**config.mk**
```make
export PLATFORM = sky130hd
export DESIGN_NAME = fault_nmi_ctrl
export DESIGN_NICKNAME = d
export VERILOG_FILES = /design/src/rtl/fault_nmi_pkg.sv /design/src/rtl/fnc_sticky_bank.sv /design/src/rtl/fnc_nmi_gate.sv /design/src/rtl/fnc_sw_alert.sv /design/src/rtl/fault_nmi_ctrl.sv
export SDC_FILE = /design/constraint.sdc
export NUM_CORES = 1
export LEC_CHECK = 0
export BUFFER_PORTS_ARGS = -buffer_cell sky130_fd_sc_hd__buf_2
export CORE_UTILIZATION = 39
export CTS_CLUSTER_SIZE = 24
export DETAILED_ROUTE_END_ITERATION = 16
export GPL_TIMING_DRIVEN = 0
export PLACE_DENSITY = 0.66
export SETUP_SLACK_MARGIN = 0.02
export SYNTH_ARGS = -nofsm -noshare
export SYNTH_HDL_FRONTEND = slang
export SYNTH_HIERARCHICAL = 1
export SYNTH_SLANG_ARGS = --single-unit
```
**constraint.sdc**
```tcl
create_clock -name clk_i -period 1.6 [get_ports clk_i]
set_input_delay 0.32 -clock clk_i [delete_from_list [all_inputs] [get_ports clk_i]]
set_output_delay 0.32 -clock clk_i [all_outputs]
set_load 0.005 [all_outputs]
```
**src/rtl/fault_nmi_pkg.sv**
```systemverilog
package fault_nmi_pkg;

   // Number of fault sources feeding the status word.
   localparam int unsigned ERR_SRC_N = 4;

   // Register word addresses; decoding depends on these.
   localparam int unsigned ADR_ERR    = 0;
   localparam int unsigned ADR_NMI_EN = 1;
   localparam int unsigned ADR_NMI_RS = 2;
   localparam int unsigned ADR_SWALRT = 3;

   // Bit positions inside the software alert register.
   localparam int unsigned SWA_RECOV_BIT = 0;
   localparam int unsigned SWA_FATAL_BIT = 1;

   // Highest status bit used; the data path must be wider than this.
   localparam int unsigned ERR_TOP_BIT = 10;

   // Status bit fed by fault source idx.
   function automatic int unsigned err_bit_of(input int unsigned idx);
      case (idx)
         0:       return 0;
         1:       return 8;
         2:       return 9;
         default: return 10;
      endcase
   endfunction

endpackage

```
**src/rtl/fnc_sticky_bank.sv**
```systemverilog
module fnc_sticky_bank #(
   parameter int unsigned W = 8
) (
   input  logic         clk_i,
   input  logic         rst_ni,
   input  logic [W-1:0] set_i,
   input  logic [W-1:0] clr_i,
   output logic [W-1:0] q_o
);

   logic [W-1:0] q_r;

   // Sticky bits: the clear mask acts first and a set in the same cycle overrides it.
   always_ff @(posedge clk_i or negedge rst_ni) begin
      if (!rst_ni) begin
         q_r <= '0;
      end else begin
         q_r <= (q_r & ~clr_i) | set_i;
      end
   end

   assign q_o = q_r;

endmodule

```
**src/rtl/fnc_nmi_gate.sv**
```systemverilog
module fnc_nmi_gate #(
   parameter int unsigned N       = 2,
   parameter bit          OUT_REG = 1'b0
) (
   input  logic         clk_i,
   input  logic         rst_ni,
   input  logic         en_we_i,
   input  logic [N-1:0] en_wdata_i,
   input  logic [N-1:0] clr_i,
   input  logic [N-1:0] evt_i,
   output logic [N-1:0] en_o,
   output logic [N-1:0] raised_o,
   output logic         nmi_o
);

   logic [N-1:0] en_q;
   logic [N-1:0] capture;
   logic         nmi_comb;

   always_ff @(posedge clk_i or negedge rst_ni) begin
      if (!rst_ni) begin
         en_q <= '0;
      end else if (en_we_i) begin
         en_q <= en_wdata_i;
      end
   end

   // An event is recorded only for a source that is enabled in that cycle.
   assign capture = evt_i & en_q;

   fnc_sticky_bank #(
      .W (N)
   ) u_raised (
      .clk_i  (clk_i),
      .rst_ni (rst_ni),
      .set_i  (capture),
      .clr_i  (clr_i),
      .q_o    (raised_o)
   );

   assign nmi_comb = |(en_q & raised_o);

   generate
      if (OUT_REG) begin : g_nmi_flop
         logic nmi_q;
         always_ff @(posedge clk_i or negedge rst_ni) begin
            if (!rst_ni) begin
               nmi_q <= 1'b0;
            end else begin
               nmi_q <= nmi_comb;
            end
         end
         assign nmi_o = nmi_q;
      end else begin : g_nmi_direct
         assign nmi_o = nmi_comb;
      end
   endgenerate

   assign en_o = en_q;

endmodule

```
**src/rtl/fnc_sw_alert.sv**
```systemverilog
module fnc_sw_alert (
   input  logic clk_i,
   input  logic rst_ni,
   input  logic we_i,
   input  logic recov_req_i,
   input  logic fatal_req_i,
   output logic recov_o,
   output logic fatal_o
);

   logic recov_q;
   logic fatal_q;

   // Recoverable: armed for the single cycle after the write, then disarmed.
   // Fatal: latches and only reset releases it.
   always_ff @(posedge clk_i or negedge rst_ni) begin
      if (!rst_ni) begin
         recov_q <= 1'b0;
         fatal_q <= 1'b0;
      end else begin
         recov_q <= we_i & recov_req_i;
         fatal_q <= fatal_q | (we_i & fatal_req_i);
      end
   end

   assign recov_o = recov_q;
   assign fatal_o = fatal_q;

endmodule

```
**src/rtl/fault_nmi_ctrl.sv**
```systemverilog
module fault_nmi_ctrl #(
   parameter int unsigned DATA_W      = 32,
   parameter int unsigned ADDR_W      = 3,
   parameter int unsigned NMI_SRC     = 2,
   parameter bit          NMI_OUT_REG = 1'b0
) (
   input  logic                                   clk_i,
   input  logic                                   rst_ni,
   input  logic                                   reg_wr_i,
   input  logic [ADDR_W-1:0]                      reg_addr_i,
   input  logic [DATA_W-1:0]                      reg_wdata_i,
   output logic [DATA_W-1:0]                      reg_rdata_o,
   input  logic [fault_nmi_pkg::ERR_SRC_N-1:0]    err_evt_i,
   input  logic [NMI_SRC-1:0]                     nmi_evt_i,
   output logic                                   nmi_o,
   output logic                                   alert_recov_o,
   output logic                                   alert_fatal_o
);

   import fault_nmi_pkg::*;

   localparam int unsigned SWA_W = 2;

   generate
      if (DATA_W <= ERR_TOP_BIT) begin : g_chk_data_w
         $error("DATA_W too narrow for the status word");
      end
      if (ADDR_W < 2) begin : g_chk_addr_w
         $error("ADDR_W must decode four registers");
      end
      if (NMI_SRC < 1 || NMI_SRC > DATA_W) begin : g_chk_nmi
         $error("NMI_SRC out of range");
      end
   endgenerate

   // Mask of implemented status bits, derived from the source mapping.
   function automatic logic [DATA_W-1:0] err_impl_mask();
      logic [DATA_W-1:0] m;
      m = '0;
      for (int unsigned i = 0; i < ERR_SRC_N; i++) begin
         m[err_bit_of(i)] = 1'b1;
      end
      return m;
   endfunction

   localparam logic [DATA_W-1:0] ERR_MASK = err_impl_mask();

   logic              sel_err, sel_en, sel_rs, sel_swa;
   logic [DATA_W-1:0] err_set;
   logic [DATA_W-1:0] err_clr;
   logic [DATA_W-1:0] err_q;
   logic [NMI_SRC-1:0] nmi_clr;
   logic [NMI_SRC-1:0] nmi_en_q;
   logic [NMI_SRC-1:0] nmi_raised_q;
   logic              swa_recov, swa_fatal;

   assign sel_err = (reg_addr_i == ADDR_W'(ADR_ERR));
   assign sel_en  = (reg_addr_i == ADDR_W'(ADR_NMI_EN));
   assign sel_rs  = (reg_addr_i == ADDR_W'(ADR_NMI_RS));
   assign sel_swa = (reg_addr_i == ADDR_W'(ADR_SWALRT));

   // Spread the fault pulses onto their status positions.
   always_comb begin
      err_set = '0;
      for (int unsigned i = 0; i < ERR_SRC_N; i++) begin
         err_set[err_bit_of(i)] = err_evt_i[i];
      end
   end

   assign err_clr = (reg_wr_i && sel_err) ? (reg_wdata_i & ERR_MASK) : '0;
   assign nmi_clr = (reg_wr_i && sel_rs) ? reg_wdata_i[NMI_SRC-1:0] : '0;

   fnc_sticky_bank #(
      .W (DATA_W)
   ) u_err_bank (
      .clk_i  (clk_i),
      .rst_ni (rst_ni),
      .set_i  (err_set),
      .clr_i  (err_clr),
      .q_o    (err_q)
   );

   fnc_nmi_gate #(
      .N       (NMI_SRC),
      .OUT_REG (NMI_OUT_REG)
   ) u_nmi (
      .clk_i      (clk_i),
      .rst_ni     (rst_ni),
      .en_we_i    (reg_wr_i && sel_en),
      .en_wdata_i (reg_wdata_i[NMI_SRC-1:0]),
      .clr_i      (nmi_clr),
      .evt_i      (nmi_evt_i),
      .en_o       (nmi_en_q),
      .raised_o   (nmi_raised_q),
      .nmi_o      (nmi_o)
   );

   fnc_sw_alert u_swa (
      .clk_i       (clk_i),
      .rst_ni      (rst_ni),
      .we_i        (reg_wr_i && sel_swa),
      .recov_req_i (reg_wdata_i[SWA_RECOV_BIT]),
      .fatal_req_i (reg_wdata_i[SWA_FATAL_BIT]),
      .recov_o     (swa_recov),
      .fatal_o     (swa_fatal)
   );

   assign alert_recov_o = swa_recov;
   assign alert_fatal_o = swa_fatal;

   always_comb begin
      reg_rdata_o = '0;
      if (sel_err) begin
         reg_rdata_o = err_q;
      end else if (sel_en) begin
         reg_rdata_o[NMI_SRC-1:0] = nmi_en_q;
      end else if (sel_rs) begin
         reg_rdata_o[NMI_SRC-1:0] = nmi_raised_q;
      end else if (sel_swa) begin
         reg_rdata_o[SWA_RECOV_BIT] = swa_recov;
         reg_rdata_o[SWA_FATAL_BIT] = swa_fatal;
      end
   end

   logic [SWA_W-1:0] unused_swa;
   assign unused_swa = '0;

endmodule

```
==> reports/metrics.csv <==
stage;metric;value;unit
grt;grt_max_degree;39;
sta;fin_crit_sh;107;%
sta;drv_slew;0;
synth;yosys-top-cells-count;dfrtp_1, a21o_1, and2_1, inv_1, and3_1;
die;ios;79;
cells_and_area;post-route-util;56.6;%
die;coreArea;4350;um^2
clock_network;postCtsHoldBufs;0;
clock_network;clkSinkCount;38;
critical_path;cp-end-kind;output port;
detailed_routing;vias_per_cell;4.01;
clock_network;cts-root-buf;clkbuf_8;
synth;synth-seq-cells;38;
cells_and_area;n_antenna_cell;0;
die;die_area;4800;um^2
cells_and_area;final_nets;327;
synth;yosysUniqueCellTypes;15;
detailed_routing;drt_iter0_drc;41;
grt;grt_overflow_total;0;
pwr;power;2.01;mW
die;die_w;69.3;um
placed_design;io_buffers;51;
synth;synth_edf_count;0;
critical_path;cp_data_arrival_time;1.39;ns
clock_network;cts_buffers;5;
sta;hold_ws;0.147;ns
synth;yosys-top-cells-area;dfrtp_1, a21o_1, and2_1, inv_1, mux4_2;
sta;max_freq;0.583;GHz
detailed_routing;firstDrtPassIters;4;
detailed_routing;vias;1344;
placed_design;place_inst;319;
cells_and_area;area_growth;39.6;%
die;initial_core_util;40.5;%
synth;avgSynthCellArea;11.0;um^2
detailed_routing;antenna_left;0;
cells_and_area;layout-drive-gt1-share;27.9;%
critical_path;path_class;reg2out;
critical_path;r2r_setup_slack;0.71;ns
critical_path;cp_max_fo;2;
synth;synth_top_flop_cell;dfrtp_1;
clock_network;cts_tree;built;
sta;min_period;1.71;ns
sta;tightest_slew;0.875;ns
die;rows;24;
grt;grt_pass1_vias;1298;
clock_network;clock_latency;0.29;ns
detailed_routing;post_drt_wl_per_cell;9.53;um
clock_network;htreeDepth;2;
clock_network;cts_max_path_buffers;2;
pwr;ir_worst_vdd;0.615;mV
synth;seq_area_frac_synth;53.9;%
placed_design;dpl-instance-area;2290;um^2
run_status;outcome;finished, violations left;
sta;setup_tns;-0.216;ns
critical_path;startpoint_type;flop;
synth;synth_area_leader_cell;dfrtp_1;
job;drv_cap;0;
synth;synth_area;1760;um^2
grt;grt_pass1_wl;5.58;mm
detailed_routing;post-route-drc-count;0;
pwr;power_per_cell_area;816;nW/um^2
sta;slew-limit-headroom;41.7;%
die;die_h;69.3;um
sta;setup_viol;2;
sta;hold_violations;0;
synth;ys_warn_count;6;
clock_network;clk_pin_slew;0.07;ns
synth;synth_top_area_share;53.9;%
detailed_routing;wl;3.19;mm
placed_design;post-dp-hpwl;2.17;mm
placed_design;pre_cts_slack;-0.0509;ns
run_status;violations;negative setup slack;
cells_and_area;fin_cells;335;
critical_path;cp_data_required_time;1.28;ns
pwr;p_leak;1.31;nW
sta;rsz0062_at_grt;true;
synth;synthArstFlopShare;100;%
synth;yosysMostFrequentCell;dfrtp_1;
min_path;hold_class;in2async;
sta;clock_skew;0.000560;ns
cells_and_area;stdcell_area;2460;um^2
grt;antenna_found_initial;0;
sta;final.setup.worst_slack;-0.114;ns
synth;syn-instance-count;161;
grt;grt_usage;15.0;%
placed_design;gp_congestion;0.728;
-- flip-flops by register name (all words and copies together), names as in the netlist --
name,flops
u_err_bank/q_o,32
u_nmi/en_o,2
u_nmi/u_raised/q_o,2
u_swa/fatal_o,1
u_swa/recov_o,1
-- per-layer routing --
metal	GRT usage, %	share of wire (%)	up-vias	wire length, um
met5	0	0	-	0
met4	6.80	0.75	0	24
met3	5.81	6.4	2	203
met2	24.1	48	39	1520
met1	17.7	45	608	1440
li1	-	-	695	-
-- placed cells by master, fill, tap and decap left out, drive strengths merged, types with 4 or more instances in the layout --
cell type	Yosys	routed
and2	35	35
buf	0	63
conb	1	56
inv	34	34
clkbuf	3	5
a21o	35	35
dfrtp	38	38
and3	4	4
-- final cells by class --
class                      instances  area (um^2)
sequential                        38          951
multi-input combinational        141          880
timing repair buffer              60          335
tap                               52         65.1
fill                             415         1890
clock buffer                       5         68.8
buffer                             3         26.3
clock inverter                     2         10.0
inverter                          34          128
-- logic make-up after synthesis --
family                 share of synthesized area, %
buffers and inverters                          8.08
other                                         0.213
and+or+nand+nor                                18.2
DFF                                            53.9
muxes                                          4.26
AOI/OAI and AO/OA                              15.4
-- report_power, final --
group,switching (mW),internal (mW)
Clock,0.323,0.292
Sequential,0.0320,1.03
Combinational,0.140,0.190
Total,0.495,1.51
-- what timing repair did --
item,CTS,global route
gates cloned,0,1
resized for setup,1,16
setup buffers,6,2
pin swaps,1,1
endpoints found under the setup margin,32,32
-- final timing paths --
kind / depth (start not counted) / endpoint / startpoint
max: 3 / reg_rdata_o[1] / u_swa/fatal_o$_DFF_PN0_
min in group clk_i: 2 / u_err_bank/q_o[0]$_DFF_PN0_ / err_evt_i[0]
min reg2reg: 1 / u_err_bank/q_o[9]$_DFF_PN0_ / u_err_bank/q_o[9]$_DFF_PN0_
max in group asynchronous: 1 / u_err_bank/q_o[15]$_DFF_PN0_ / rst_ni
max reg2reg: 2 / u_nmi/en_o[0]$_DFFE_PN0P_ / u_nmi/en_o[0]$_DFFE_PN0P_
min: 1 / u_err_bank/q_o[4]$_DFF_PN0_ / rst_ni
-- critical path, stage by stage, from the launching register on --
cell	delay [ns]
dfrtp_1	0.38
mux4_2	0.47
nor2b_4	0.14
buf_2	0.12
Power figures use the tool's default switching activity.
